**src/rtl/shc_pkg.sv**
```systemverilog
package shc_pkg;

    typedef enum logic [3:0] {
        ST_IDLE,
        ST_RD_STB,
        ST_RD_EN,
        ST_RD_ACK,
        ST_RD_DIS,
        ST_RD_RTZ,
        ST_WR_EN,
        ST_WR_STB,
        ST_WR_DIS,
        ST_WR_ACK,
        ST_WR_RTZ,
        ST_ERR
    } shc_state_e;

    typedef struct packed {
        shc_state_e state;
        logic       stb;
        logic       en;
        logic       ack;
        logic       ret;   // return-phase marker: set with bus ack, cleared at idle
        logic       err;
    } shc_regs_t;

    localparam shc_regs_t SHC_RESET = '{
        state: ST_IDLE, stb: 1'b0, en: 1'b0, ack: 1'b0, ret: 1'b0, err: 1'b0
    };

endpackage

```
**src/rtl/shc_sync.sv**
```systemverilog
module shc_sync #(
    parameter int WIDTH  = 3,
    parameter int STAGES = 2
) (
    input  logic             clk,
    input  logic             rst_n,
    input  logic [WIDTH-1:0] async_i,
    output logic [WIDTH-1:0] sync_o
);
    localparam int LAST = STAGES - 1;

    logic [STAGES-1:0][WIDTH-1:0] chain_d;
    logic [STAGES-1:0][WIDTH-1:0] chain_q;

    always_comb begin
        chain_d[0] = async_i;
        for (int s = 1; s < STAGES; s++) begin
            chain_d[s] = chain_q[s-1];
        end
    end

    always_ff @(posedge clk or negedge rst_n) begin
        if (!rst_n) begin
            chain_q <= '0;
        end else begin
            chain_q <= chain_d;
        end
    end

    assign sync_o = chain_q[LAST];

endmodule

```
**src/rtl/shc_fsm.sv**
```systemverilog
module shc_fsm
    import shc_pkg::*;
(
    input  logic clk,
    input  logic rst_n,
    input  logic rd_s,
    input  logic wr_s,
    input  logic ack_s,
    output logic stb_o,
    output logic en_o,
    output logic ack_o,
    output logic err_o
);
    shc_regs_t r_d;
    shc_regs_t r_q;

    always_comb begin
        r_d = r_q;
        unique case (r_q.state)
            ST_IDLE: begin
                if (!ack_s) begin
                    if (rd_s) begin
                        r_d.state = ST_RD_STB;
                        r_d.stb   = 1'b1;
                    end else if (wr_s) begin
                        r_d.state = ST_WR_EN;
                        r_d.en    = 1'b1;
                    end
                end
            end
            ST_RD_STB: begin
                if (!rd_s) begin
                    r_d = SHC_RESET;
                    r_d.state = ST_ERR;
                    r_d.err   = 1'b1;
                end else if (ack_s) begin
                    r_d.state = ST_RD_EN;
                    r_d.en    = 1'b1;
                end
            end
            ST_RD_EN: begin
                if (!rd_s) begin
                    r_d = SHC_RESET;
                    r_d.state = ST_ERR;
                    r_d.err   = 1'b1;
                end else begin
                    r_d.state = ST_RD_ACK;
                    r_d.ack   = 1'b1;
                    r_d.ret   = 1'b1;
                end
            end
            ST_RD_ACK: begin
                if (!rd_s) begin
                    r_d.state = ST_RD_DIS;
                    r_d.en    = 1'b0;
                end
            end
            ST_RD_DIS: begin
                r_d.state = ST_RD_RTZ;
                r_d.stb   = 1'b0;
                r_d.ack   = 1'b0;
            end
            ST_WR_EN: begin
                if (!wr_s) begin
                    r_d = SHC_RESET;
                    r_d.state = ST_ERR;
                    r_d.err   = 1'b1;
                end else begin
                    r_d.state = ST_WR_STB;
                    r_d.stb   = 1'b1;
                end
            end
            ST_WR_STB: begin
                if (!wr_s) begin
                    r_d = SHC_RESET;
                    r_d.state = ST_ERR;
                    r_d.err   = 1'b1;
                end else if (ack_s) begin
                    r_d.state = ST_WR_DIS;
                    r_d.en    = 1'b0;
                end
            end
            ST_WR_DIS: begin
                if (!wr_s) begin
                    r_d = SHC_RESET;
                    r_d.state = ST_ERR;
                    r_d.err   = 1'b1;
                end else begin
                    r_d.state = ST_WR_ACK;
                    r_d.ack   = 1'b1;
                    r_d.ret   = 1'b1;
                end
            end
            ST_WR_ACK: begin
                if (!wr_s) begin
                    r_d.state = ST_WR_RTZ;
                    r_d.stb   = 1'b0;
                    r_d.ack   = 1'b0;
                end
            end
            ST_RD_RTZ, ST_WR_RTZ: begin
                if (!ack_s) begin
                    r_d.state = ST_IDLE;
                    r_d.ret   = 1'b0;
                end
            end
            ST_ERR: begin
                r_d = r_q;
            end
            default: begin
                r_d = SHC_RESET;
            end
        endcase
    end

    always_ff @(posedge clk or negedge rst_n) begin
        if (!rst_n) begin
            r_q <= SHC_RESET;
        end else begin
            r_q <= r_d;
        end
    end

    assign stb_o = r_q.stb;
    assign en_o  = r_q.en;
    assign ack_o = r_q.ack;
    assign err_o = r_q.err;

    logic [2:0] hs_q;
    assign hs_q = {r_q.stb, r_q.en, r_q.ack};

    AST_ACK_UNDER_STB: assert property (@(posedge clk) disable iff (!rst_n)
        $rose(r_q.ack) |-> r_q.stb);

    AST_JOINT_RELEASE: assert property (@(posedge clk) disable iff (!rst_n)
        $fell(r_q.ack) |-> $fell(r_q.stb));

    AST_WR_EN_LEADS: assert property (@(posedge clk) disable iff (!rst_n)
        ($rose(r_q.stb) && r_q.en) |-> $past(r_q.en));

    AST_IDLE_GATE: assert property (@(posedge clk) disable iff (!rst_n)
        (r_q.state == ST_IDLE && ack_s) |=> (hs_q == 3'b000));

    AST_ERR_STICKY: assert property (@(posedge clk) disable iff (!rst_n)
        r_q.err |=> (r_q.err && hs_q == 3'b000));

    AST_ONE_STEP: assert property (@(posedge clk) disable iff (!rst_n)
        r_q.err
        || ($countones(hs_q ^ $past(hs_q)) <= 1)
        || ($past(hs_q) == 3'b101 && hs_q == 3'b000));

endmodule

```
**src/rtl/strobe_handshake_ctrl.sv**
```systemverilog
module strobe_handshake_ctrl #(
    parameter int SYNC_STAGES = 2
) (
    input  logic clk,
    input  logic rst_n,
    input  logic rd_req_i,
    input  logic wr_req_i,
    input  logic dev_ack_i,
    output logic bus_ack_o,
    output logic dev_stb_o,
    output logic xcvr_en_o,
    output logic proto_err_o
);
    localparam int NUM_IN = 3;

    logic [NUM_IN-1:0] raw_in;
    logic [NUM_IN-1:0] syn_in;

    assign raw_in = {rd_req_i, wr_req_i, dev_ack_i};

    shc_sync #(
        .WIDTH  (NUM_IN),
        .STAGES (SYNC_STAGES)
    ) u_sync (
        .clk     (clk),
        .rst_n   (rst_n),
        .async_i (raw_in),
        .sync_o  (syn_in)
    );

    shc_fsm u_fsm (
        .clk   (clk),
        .rst_n (rst_n),
        .rd_s  (syn_in[2]),
        .wr_s  (syn_in[1]),
        .ack_s (syn_in[0]),
        .stb_o (dev_stb_o),
        .en_o  (xcvr_en_o),
        .ack_o (bus_ack_o),
        .err_o (proto_err_o)
    );

endmodule

```
**config.mk**
```make
export PLATFORM = sky130hd
export DESIGN_NAME = strobe_handshake_ctrl
export DESIGN_NICKNAME = d
export VERILOG_FILES = /design/src/rtl/shc_pkg.sv /design/src/rtl/shc_sync.sv /design/src/rtl/shc_fsm.sv /design/src/rtl/strobe_handshake_ctrl.sv
export SDC_FILE = /design/constraint.sdc
export NUM_CORES = 1
export LEC_CHECK = 0
export ABC_AREA = 1
export BUFFER_PORTS_ARGS = -buffer_cell sky130_fd_sc_hd__buf_2
export CAP_MARGIN = 20
export CORE_ASPECT_RATIO = 0.9
export CORE_MARGIN = 3
export CORE_UTILIZATION = 57
export DETAILED_ROUTE_END_ITERATION = 10
export MAX_ROUTING_LAYER = met4
export PLACE_DENSITY_LB_ADDON = 0.08
export SYNTH_ARGS = -nofsm -noshare
export SYNTH_HDL_FRONTEND = slang
export SYNTH_SLANG_ARGS = --single-unit
```
**constraint.sdc**
```tcl
create_clock -name clk -period 1.6 [get_ports clk]
set_input_delay 0.32 -clock clk [delete_from_list [all_inputs] [get_ports clk]]
set_output_delay 0.32 -clock clk [all_outputs]
set_load 0.01 [all_outputs]
```
=== Word level (Yosys, flattened, before mapping) ===
Cells that the tools add are included.

* Muxes and demuxes: 36
* Eq/ne operators: 26
* Reduce and logical (&&, ||, !) cells: 11
* Bitwise logic cells: 5

{| class="wikitable"
|+ Operators with widths
! cell !! number
|-
| $pmux W4 S11 || 1
|-
| $mux W4 || 10
|-
| $ne A2 B2 Y1 const B || 12
|-
| $eq A4 B3 Y1 const B || 4
|-
| $eq A4 B4 Y1 const B || 4
|-
| $pmux W1 S8 || 2
|-
| $reduce_and A8 Y1 || 2
|-
| $mux W1 || 11
|-
| $mux W2 || 5
|-
| $mux W5 || 2
|-
| $reduce_and A10 Y1 || 1
|-
| $reduce_or A5 Y1 || 2
|-
| $ne A3 B3 Y1 const B || 3
|-
| $eq A4 B2 Y1 const B || 2
|-
| $pmux W1 S7 || 1
|-
| $reduce_or A7 Y1 || 1
|-
| $mux W3 || 2
|-
| $mux W6 || 1
|-
| $pmux W1 S6 || 1
|-
| $reduce_and A6 Y1 || 1
|-
| $not A1 Y1 || 5
|-
| $reduce_and A5 Y1 || 1
|-
| $eq A4 B1 Y1 const B || 1
|-
| $logic_not A4 Y1 || 1
|-
| 2 further kinds || 2
|}

* Output and inout bits: 4
* Register bits after elaboration: 14
* Word-level logic and storage cells: 85
* Input bits: 5

=== Logic depth before layout (Yosys ltp) ===
Gate-level depths: netlist of the first run.

* Depth after elaboration: 4
* Depth in mapped cells: 10
* Mapped depth without buffers: 9

=== Modules after synthesis ===
Synthesis of the first run repeated with hierarchy kept, for this count alone.

* Cells, all modules: 140
* Area total of the unflattened synthesis: 964.7 µm²

{| class="wikitable"
|+ Modules (own cells, without submodules)
! module !! times used !! area each (µm²) !! cells each !! sequential area each (µm²)
|-
| shc_fsm || 1 || 814.5 || 134 || 200.2
|-
| shc_sync || 1 || 150.1 || 6 || 150.1
|}

=== Least setup slack after synthesis of the first run ===
OpenSTA, ideal clock, no wires.

* Kind: reg2reg
* Start: reg u_fsm.r_q[5] (netlist name)
* End: reg u_fsm.r_q[6] (netlist name)
* Data required time: 1,483 ps
* Path buffers: 1
* Stages on the path, launching flop included: 10
* Arrival: 1,148 ps
* Setup time: 117 ps
* Path slack: 336 ps
* Period minus slack after synthesis: 1,264 ps
* Cells stage by stage: dfrtp_1 buf_4 inv_1 nor2_2 nand3_1 nand2_2 nor2_2 nand3_2 nand2_1 nand2_1

* Longest elaborated chain between the ends: 4
* Elaborated cells between the ends (all ways): 23
* Those cells by class: 18 x eq/ne; 1 x mux; 1 x bitwise; 3 x reduce/logical

{| class="wikitable"
|+ RTL lines
! item !! line !! RTL
|-
| start, declared || shc_fsm.sv:15 || <nowiki>shc_regs_t r_q;</nowiki>
|-
| start signal, assigned || shc_fsm.sv:120 || <nowiki>r_q <= r_d;</nowiki>
|-
| $eq A4 B3 Y1 or $eq A4 B4 Y1 (tied branches) || shc_fsm.sv:19 || <nowiki>unique case (r_q.state)</nowiki>
|-
| $reduce_or A2 Y1 || -- ||
|-
| $ne A2 B2 Y1 (no line) || -- ||
|-
| $reduce_and A8 Y1 (no line) || -- ||
|}

Parallel ways exist; a longest one is shown, timed or not.
A chain may end at the register's enable or synchronous reset.

=== Worst setup path after layout of the first run ===
* Start: reg u_fsm.r_q[7] (netlist name)
* End: reg u_fsm.r_q[5] (netlist name)

Same word-level chain as after synthesis.

==> impl_metrics.ini, run 1 <==
[logic_synthesis]
ys_seq_area_share_pct = 36.7
synth_edf_count = 0
synthAdderAreaFrac_pct = 0
synthTopCellsByArea = dfrtp_1 37%, nand2_1 21%, nand3_1 11%, nor2_1 7.9%, inv_1 5.5%
syn_avg_cell_area_um2 = 6.54
yosysMostFrequentCell = nand2_1
synth_top_area_share_pct = 36.7
synth_top_cell_by_area = dfrtp_1
async_reset_ff_share_pct = 100
yosysWarnings = 0
synth_top_family_by_area = simple AND/OR/NAND/NOR gates
synth_ff_type = dfrtp_1
yosys.area_share.simple_pct = 54.3
ys_ff_latch = 14
synth.distinct_cells = 15
syn_inst = 146
synth-compound-area-share_pct = 1.57
muxShareOfSynthArea_pct = 0
netlist_top_cells_count = 54 x nand2_1, 21 x nand3_1, 20 x nor2_1
syn_area_um2 = 955
syn_nets = 151
synth_xor_area_share_pct = 0

[timing]
worst_slew_pin_slew_ns = 0.328
final-setup-viol-count = 0
max_freq_mhz = 681
max-slew-margin-rel_pct = 78.1
hold_violations = 0
period_share_pct = 91.8
drv_slew = 0
rsz0062_at_grt = no
whs_ns = 0.122
fin_setup_tns_ns = 0
layout_setup_ws_ns = 0.131
finClkSkew_ns = 0.0138
min_period_ns = 1.47

[setup_path]
crit_slowest_cell = dfrtp_2
rr_startpoint = u_fsm.r_q[7]$_DFFE_PN0P_
crit_path_start_kind = flop
endpoint_kind = flop
worstPathArrival_ns = 1.66
critPathLaunch = u_fsm.r_q[7]$_DFFE_PN0P_
crit_chain = nor2_4 > buf_4 > nand3_1 > nor2_2 > nor2_2 > nand3_2 > nand2_1 > nand2_1
cp_max_fo = 8
crit_type = reg2reg
slowest_delay_ns = 0.46
required_ns = 1.79

[placement]
dp_hpwl_um = 1670
place_area_um2 = 1020
place_ws_ns = 0.144
gp_congestion = 0.961
port_buffers = 8
place_inst = 176

[cts]
root_buffer = clkbuf_4
cts_setup_buffers = 0
clockBufferDepth = 2
numCtsBuffers = 3
cts_tree = built
htreeDepth = 1
clock_sinks = 14
clk_pin_slew_worst_paths_ns = 0.10
insertion_delay_ns = 0.29

[finish]
final_area_um2 = 1080
multiInputGateArea_um2 = 543
fin_util_pct = 71.3
layout.nets = 165
regArea_um2 = 354
fill_cells = 125
final_cells = 181
num_antenna_cells = 0
syn2layout_area_growth_pct = 13.0
drive_gt1_share_pct = 18.9

[min_path]
hold_class = in2reg
hold_start = dev_ack_i

[detailed_routing]
firstDrtPassIters = 4
wirelength_um = 2160
drc_errors = 0
viasPerCell = 5.48
wl_per_cell_um = 11.9
dr.first_iter.drc_count = 58
vias = 991
drtAntennaViolNets = 0

[power_and_ir_drop]
cellPowerDensity_nw_per_um2 = 1990
ir_worst_vdd_uv = 1100
leakagePower_nw = 0.646
finalPower_mw = 2.14

[die]
num_rows = 13
core-area_um2 = 1510
die_area_um2 = 2200
io_pins = 9
die_w_um = 49.1
die_h_um = 44.8
start_util_pct = 63.1

[global_routing]
grt_pass1_wl_um = 3950
antenna_found_initial = 0
gr-total-overflow = 0
grt_usage_pct = 24.5
grt_use_met1_pct = 34.7
use_met3_pct = 3.96
grt_pass1_vias = 896
grt-busiest-layer = met1
grt_max_degree = 15
use_met2_pct = 34.0

[outcome]
outcome = finished, final reports clean

[flow_run]
maxCapViolations = 0
state kept, by name, summed over array words and instances, names as in the netlist:
name            flops
u_sync.sync_o       3
u_fsm.r_q           4
u_fsm.err_o         1
u_fsm.stb_o         1
u_fsm.en_o          1
u_fsm.ack_o         1
u_sync.chain_d      3
cell type report:
class	count	share of cell area, %
tap	22	2.55
inverter	14	4.87
multi-input combinational	116	50.3
sequential	14	32.8
timing repair buffer	11	6.03
clock buffer	4	3.36
report_power, final:
part / leakage [nW] / switching (mW) / internal, mW
registers: 0.168 / 0.118 / 0.462
logic: 0.456 / 0.831 / 0.470
clock network: 0.0210 / 0.125 / 0.139
placed cells by master, fill, tap and decap left out, drive strengths merged:
master	n
a21oi	2
dlygate4sd3	1
nand3b	1
nand4	4
dfrtp	14
o21ai	1
buf	10
nor2	28
inv	14
nand2	56
clkbuf	4
nand3	24
final timing paths:
kind | end | slack [ns] | cells after the start
setup / recovery | u_fsm.r_q[5]$_DFFE_PN0P_ | 0.13 | 8
hold / removal | u_sync.chain_d[3]$_DFF_PN0_ | 0.12 | 1
setup reg to reg | u_fsm.r_q[5]$_DFFE_PN0P_ | 0.13 | 8
hold reg to reg | u_sync.sync_o[0]$_DFF_PN0_ | 0.36 | 0
max in group asynchronous | u_fsm.r_q[7]$_DFFE_PN0P_ | 0.90 | 2
min in group asynchronous | u_fsm.r_q[6]$_DFFE_PN0P_ | 0.44 | 2
critical path: cells and delay by family (launching register included):
| family | cells | cell delay [ns] |
|---|---|---|
| and+or+nand+nor | 7 | 0.74 |
| buffers and inverters | 1 | 0.17 |
| DFF | 1 | 0.46 |
cell families (layout without fill, tap and decap cells):
| family | Yosys count | after routing |
|---|---|---|
| buf+inv | 16 | 29 |
| simple gates | 113 | 113 |
| compound gates | 3 | 3 |
| flops | 14 | 14 |
routing by layer:
metal	vias to the layer above	share of wire, %
met2	58	44
met4	0	1.3
li1	489	-
met1	438	46
met3	6	8.2
met5	-	0
what timing repair did:
action,in CTS,in global routing
hold endpoints to repair,14,0
endpoints found under the setup margin,0,7
hold buffers,1,0
resized for setup,0,5
No activity file was read; power rests on OpenSTA's default activity.
==> run 2: changes to the inputs <==
- SETUP_SLACK_MARGIN: default -> 0.3
==> impl_metrics.ini, run 2 (synthesized netlist as in run 1, its figures left out) <==
[setup_path]
required_ns = 1.78
endpoint_kind = flop
crit_type = reg2reg
r2r_slack_ns = 0.13
crit_slowest_cell = dfrtp_2
worstPathArrival_ns = 1.66
critPathLaunch = u_fsm.r_q[7]$_DFFE_PN0P_
critPathCapture = u_fsm.r_q[5]$_DFFE_PN0P_
cp_max_fo = 8
crit_path_start_kind = flop
crit_top_cell = nor2_4
slowest_delay_ns = 0.47
timing.rr.end = u_fsm.r_q[5]$_DFFE_PN0P_
r2r_cells = 8
crit_chain = nor2_4 > buf_6 > nand3_2 > nor2_4 > nor2_4 > nand3_2 > nand2_1 > nand2_1
rr_startpoint = u_fsm.r_q[7]$_DFFE_PN0P_

[die]
io_pins = 9
die_h_um = 44.8
num_rows = 13
start_util_pct = 63.1
die_w_um = 49.1
die_area_um2 = 2200
core-area_um2 = 1510

[detailed_routing]
dr.first_iter.drc_count = 144
wirelength_um = 2930
wl_per_cell_um = 15.6
vias = 1117
drc_errors = 0
firstDrtPassIters = 5
viasPerCell = 5.94
drtAntennaViolNets = 0

[flow_run]
maxCapViolations = 0

[min_path]
hold_class = in2reg

[timing]
fin_setup_tns_ns = 0
final-setup-viol-count = 0
period_share_pct = 92.1
min_period_ns = 1.47
max_freq_mhz = 679
drv_slew = 0
max-slew-margin-rel_pct = 78.2
rsz0062_at_grt = yes
finClkSkew_ns = 0.00589
hold_violations = 0
worst_slew_pin_slew_ns = 0.326

[placement]
dp_hpwl_um = 1670
port_buffers = 8
gp_congestion = 0.961

[global_routing]
grt_usage_pct = 27.2
gr-total-overflow = 0
grt_pass1_wl_um = 4340
antenna_found_initial = 0
grt_max_degree = 15
grt_pass1_vias = 945

[power_and_ir_drop]
leakagePower_nw = 0.698
switchingPower_mw = 1.38
switching_share_pct = 52.4
pwr-share-comb_pct = 66.6
clkPwrFrac_pct = 10.2
finalPower_mw = 2.64
p_int_mw = 1.26
ir_worst_vdd_uv = 1210
pwr-share-seq_pct = 23.2
cellPowerDensity_nw_per_um2 = 2090

[finish]
mostFrequentLayoutCells = 42 x nand2_1, 15 x nor2_1, 14 x nand2_2
drive_gt1_share_pct = 42.2
top_register = u_fsm.r_q
layout.nets = 172
fill_cells = 82
fin_util_pct = 83.6
syn2layout_area_growth_pct = 32.5
layout_commonest_cell = nand2_1
num_antenna_cells = 0
largest_reg_flops = 4

[cts]
root_buffer = clkbuf_4
clockBufferDepth = 2
clk_pin_slew_worst_paths_ns = 0.10
cts_tree = built
insertion_delay_ns = 0.29
htreeDepth = 1
numCtsBuffers = 3
clock_sinks = 14

[outcome]
outcome = finished, final reports clean
==> run 2: cell count changes in the layout (fill, tap and decap cells not counted), sizes merged <==
cell	delta
nor2	+1
buf	+6
==> run 2: per-layer routing <==
metal | part of all wire [%] | wire (µm) | global-route usage [%]
met2 | 44 | 1280 | 39.3
met4 | 2.9 | 84 | 13.1
met1 | 42 | 1230 | 38.0
met5 | 0 | 0 | -
met3 | 12 | 341 | 3.30
==> run 2: through the flow <==
stage / instance area [µm²] / hold WS [ns] / std cells / setup slack (ns)
6_report: 1260 / 0.125 / 188 / 0.127
5_1_grt: 1260 / 0.116 / 188 / 0.0769
4_1_cts: 1170 / 0.131 / 186 / 0.257
3_5_place_dp: 1020 / 0.234 / 176 / 0.144
3_3_place_gp: 1020 / 0.228 / 176 / 0.170
2_1_floorplan: 955 / 0.0244 / 146 / 0.336
==> run 2: worst min-delay path by stage <==
stage	startpoint	to	slack [ns]	cells after the start
6_report	dev_ack_i	u_sync.chain_d[3]$_DFF_PN0_	0.13	1
4_1_cts	dev_ack_i	u_sync.chain_d[3]$_DFF_PN0_	0.13	1
2_1_floorplan	rst_n	u_fsm.ack_o$_DFFE_PN0P_	0.02	0
5_1_grt	dev_ack_i	u_sync.chain_d[3]$_DFF_PN0_	0.12	1
3_3_place_gp	rst_n	u_fsm.r_q[6]$_DFFE_PN0P_	0.23	1
3_5_place_dp	rst_n	u_fsm.r_q[6]$_DFFE_PN0P_	0.23	1
==> run 2: cell type report <==
type / count / area, µm² / share of cell area [%]
Tap cell: 22 / 27.5 / 2.18
Sequential cell: 14 / 358 / 28.3
Multi-Input combinational cell: 117 / 674 / 53.3
Inverter: 14 / 55.1 / 4.35
Clock buffer: 4 / 36.3 / 2.87
Timing Repair Buffer: 17 / 114 / 9.00
==> run 2: power groups by stage <==
stage          clock network (mW)  registers (mW)  logic, mW
3_5_place_dp                    0           0.567       1.27
6_report                    0.270           0.614       1.76
4_1_cts                     0.264           0.608       1.47
5_1_grt                     0.293           0.632       1.91
2_1_floorplan                   0           0.550       1.02
3_3_place_gp                    0           0.565       1.25
==> run 2: worst max-delay path, delay by kind of cell (launching register included) <==
kind / cells / cell delay [ns]
DFF: 1 / 0.47
buffers and inverters: 1 / 0.14
and+or+nand+nor: 7 / 0.76
==> run 2: what timing repair did <==
item,in CTS,in global routing
gates cloned,1,0
hold buffers,1,0
pin swaps,9,16
gates resized for setup,25,22
endpoints found under the hold margin,14,0
setup endpoints to repair,8,8
setup buffers,4,2
==> run 3: changes to the inputs <==
- clock period: 1.6 -> 1.4 ns (I/O delays scaled with it)
==> impl_metrics.ini, run 3 (synthesized netlist as in run 1, its figures left out) <==
[power_and_ir_drop]
p_int_mw = 1.56
ir_worst_vdd_uv = 1880
pwr-share-comb_pct = 69.2
leakagePower_nw = 0.729
cellPowerDensity_nw_per_um2 = 2410
switchingPower_mw = 1.62
switching_share_pct = 50.8
clkPwrFrac_pct = 9.5
pwr-share-seq_pct = 21.3

[cts]
insertion_delay_ns = 0.30
numCtsBuffers = 3
root_buffer = clkbuf_4
clk_pin_slew_worst_paths_ns = 0.09
clock_sinks = 14
clockBufferDepth = 2
htreeDepth = 1
cts_tree = built

[timing]
min_period_ns = 1.46
max-slew-margin-rel_pct = 77.6
whs_ns = 0.0917
max_freq_mhz = 686
period_share_pct = 104
hold_violations = 0
layout_setup_ws_ns = -0.0579
worst_slew_pin_slew_ns = 0.335
rsz0062_at_grt = yes
final-setup-viol-count = 6
finClkSkew_ns = 0.0149
drv_slew = 0

[placement]
gp_congestion = 0.965
place_ws_ns = -0.0421
dp_hpwl_um = 1840
place_area_um2 = 1090
port_buffers = 8

[setup_path]
required_ns = 1.60
crit_path_start_kind = flop
cp_max_fo = 5
r2r_slack_ns = -0.06
slowest_delay_ns = 0.48
timing.rr.end = u_fsm.en_o$_DFFE_PN0P_
crit_type = reg2reg
crit_slowest_cell = dfrtp_2
crit_chain = inv_1 > nor2_2 > nand2_2 > nand3_1 > nor2_1 > nand3_1 > nand2_1 > nand2_1
r2r_cells = 8
rr_startpoint = u_fsm.r_q[7]$_DFFE_PN0P_
endpoint_kind = flop
worstPathArrival_ns = 1.66

[min_path]
hold_class = in2reg
hold_depth = 1
hold_start = dev_ack_i
worstHoldEndpoint = u_sync.chain_d[3]$_DFF_PN0_

[die]
start_util_pct = 63.1
die_w_um = 49.1
io_pins = 9
core-area_um2 = 1510
die_h_um = 44.8
die_area_um2 = 2200
num_rows = 13

[finish]
top_register = u_fsm.r_q
layout_commonest_cell = nand2_1
layout.nets = 176
syn2layout_area_growth_pct = 38.4
num_antenna_cells = 0
largest_reg_flops = 4
mostFrequentLayoutCells = 40 x nand2_1, 14 x nand2_2, 14 x nand3_1
final_area_um2 = 1320
drive_gt1_share_pct = 45.9

[global_routing]
grt_usage_pct = 28.0
grt_pass1_wl_um = 4440
grt_max_degree = 15
antenna_found_initial = 0
grt_pass1_vias = 1016
gr-total-overflow = 0

[detailed_routing]
firstDrtPassIters = 5
wl_per_cell_um = 16.4
dr.first_iter.drc_count = 99
wirelength_um = 3150
vias = 1161
viasPerCell = 6.05
drtAntennaViolNets = 0
drc_errors = 0

[flow_run]
maxCapViolations = 0

[outcome]
violations = setup timing
outcome = complete, but fails checks
-- run 3: worst max path at each step --
stage	start	end	slack [ns]	cells past startpoint
2_1_floorplan	u_fsm.r_q[7]$_DFFE_PN0P_	u_fsm.r_q[7]$_DFFE_PN0P_	0.16	9
3_3_place_gp	u_fsm.r_q[7]$_DFFE_PN0P_	u_fsm.r_q[8]$_DFFE_PN0P_	-0.05	8
3_5_place_dp	u_fsm.r_q[8]$_DFFE_PN0P_	u_fsm.r_q[8]$_DFFE_PN0P_	-0.04	9
4_1_cts	u_fsm.r_q[7]$_DFFE_PN0P_	u_fsm.r_q[8]$_DFFE_PN0P_	0.06	8
5_1_grt	u_fsm.r_q[7]$_DFFE_PN0P_	u_fsm.err_o$_DFFE_PN0P_	-0.1	7
6_report	u_fsm.r_q[7]$_DFFE_PN0P_	u_fsm.en_o$_DFFE_PN0P_	-0.06	8
-- run 3: stage by stage --
stage / instances / TNS, ns / power, mW / util, %
after global placement: 181 / -0.154 / 2.26 / 71.9
final: 192 / -0.229 / 3.18 / 87.3
after global routing: 192 / -0.585 / 3.39 / 87.3
after CTS: 188 / 0 / 2.79 / 80.7
after detailed placement: 181 / -0.134 / 2.28 / 71.9
after floorplan: 146 / 0 / 1.83 / -
-- run 3: routing by layer --
layer	share of wire [%]	GRT usage, %	vias to the layer above
met1	38	32.5	523
li1	-	-	510
met4	5.6	12.5	0
met5	0	-	-
met2	45	46.3	99
met3	12	7.59	29
-- run 3: repair_timing --
action,4_1_cts,5_1_grt
pin swaps,17,13
gates cloned,0,0
hold buffers,1,0
endpoints found under the hold margin,14,0
gates resized for setup,26,19
setup endpoints to repair,10,12
buffers inserted,2,4
-- run 3: worst max-delay path: cells and delay by family (launching register included) --
kind | cells | cell delay, ns
flip-flops | 1 | 0.48
AND/OR/NAND/NOR | 7 | 0.75
buffers and inverters | 1 | 0.13
-- run 3: power groups by stage --
stage | Clock, mW | Combinational [mW] | Sequential [mW]
finish | 0.302 | 2.20 | 0.676
global route | 0.319 | 2.38 | 0.688
CTS | 0.295 | 1.83 | 0.671
detailed placement | 0 | 1.64 | 0.641
global placement | 0 | 1.63 | 0.631
floorplan | 0 | 1.21 | 0.629
-- run 3: layout make-up --
cell class                      instances  area, µm²
Inverter                               14       52.6
Timing Repair Buffer                   22        171
Tap cell                               22       27.5
Multi-Input combinational cell        116        677
Clock buffer                            4       36.3
Fill cell                              84        191
Sequential cell                        14        357
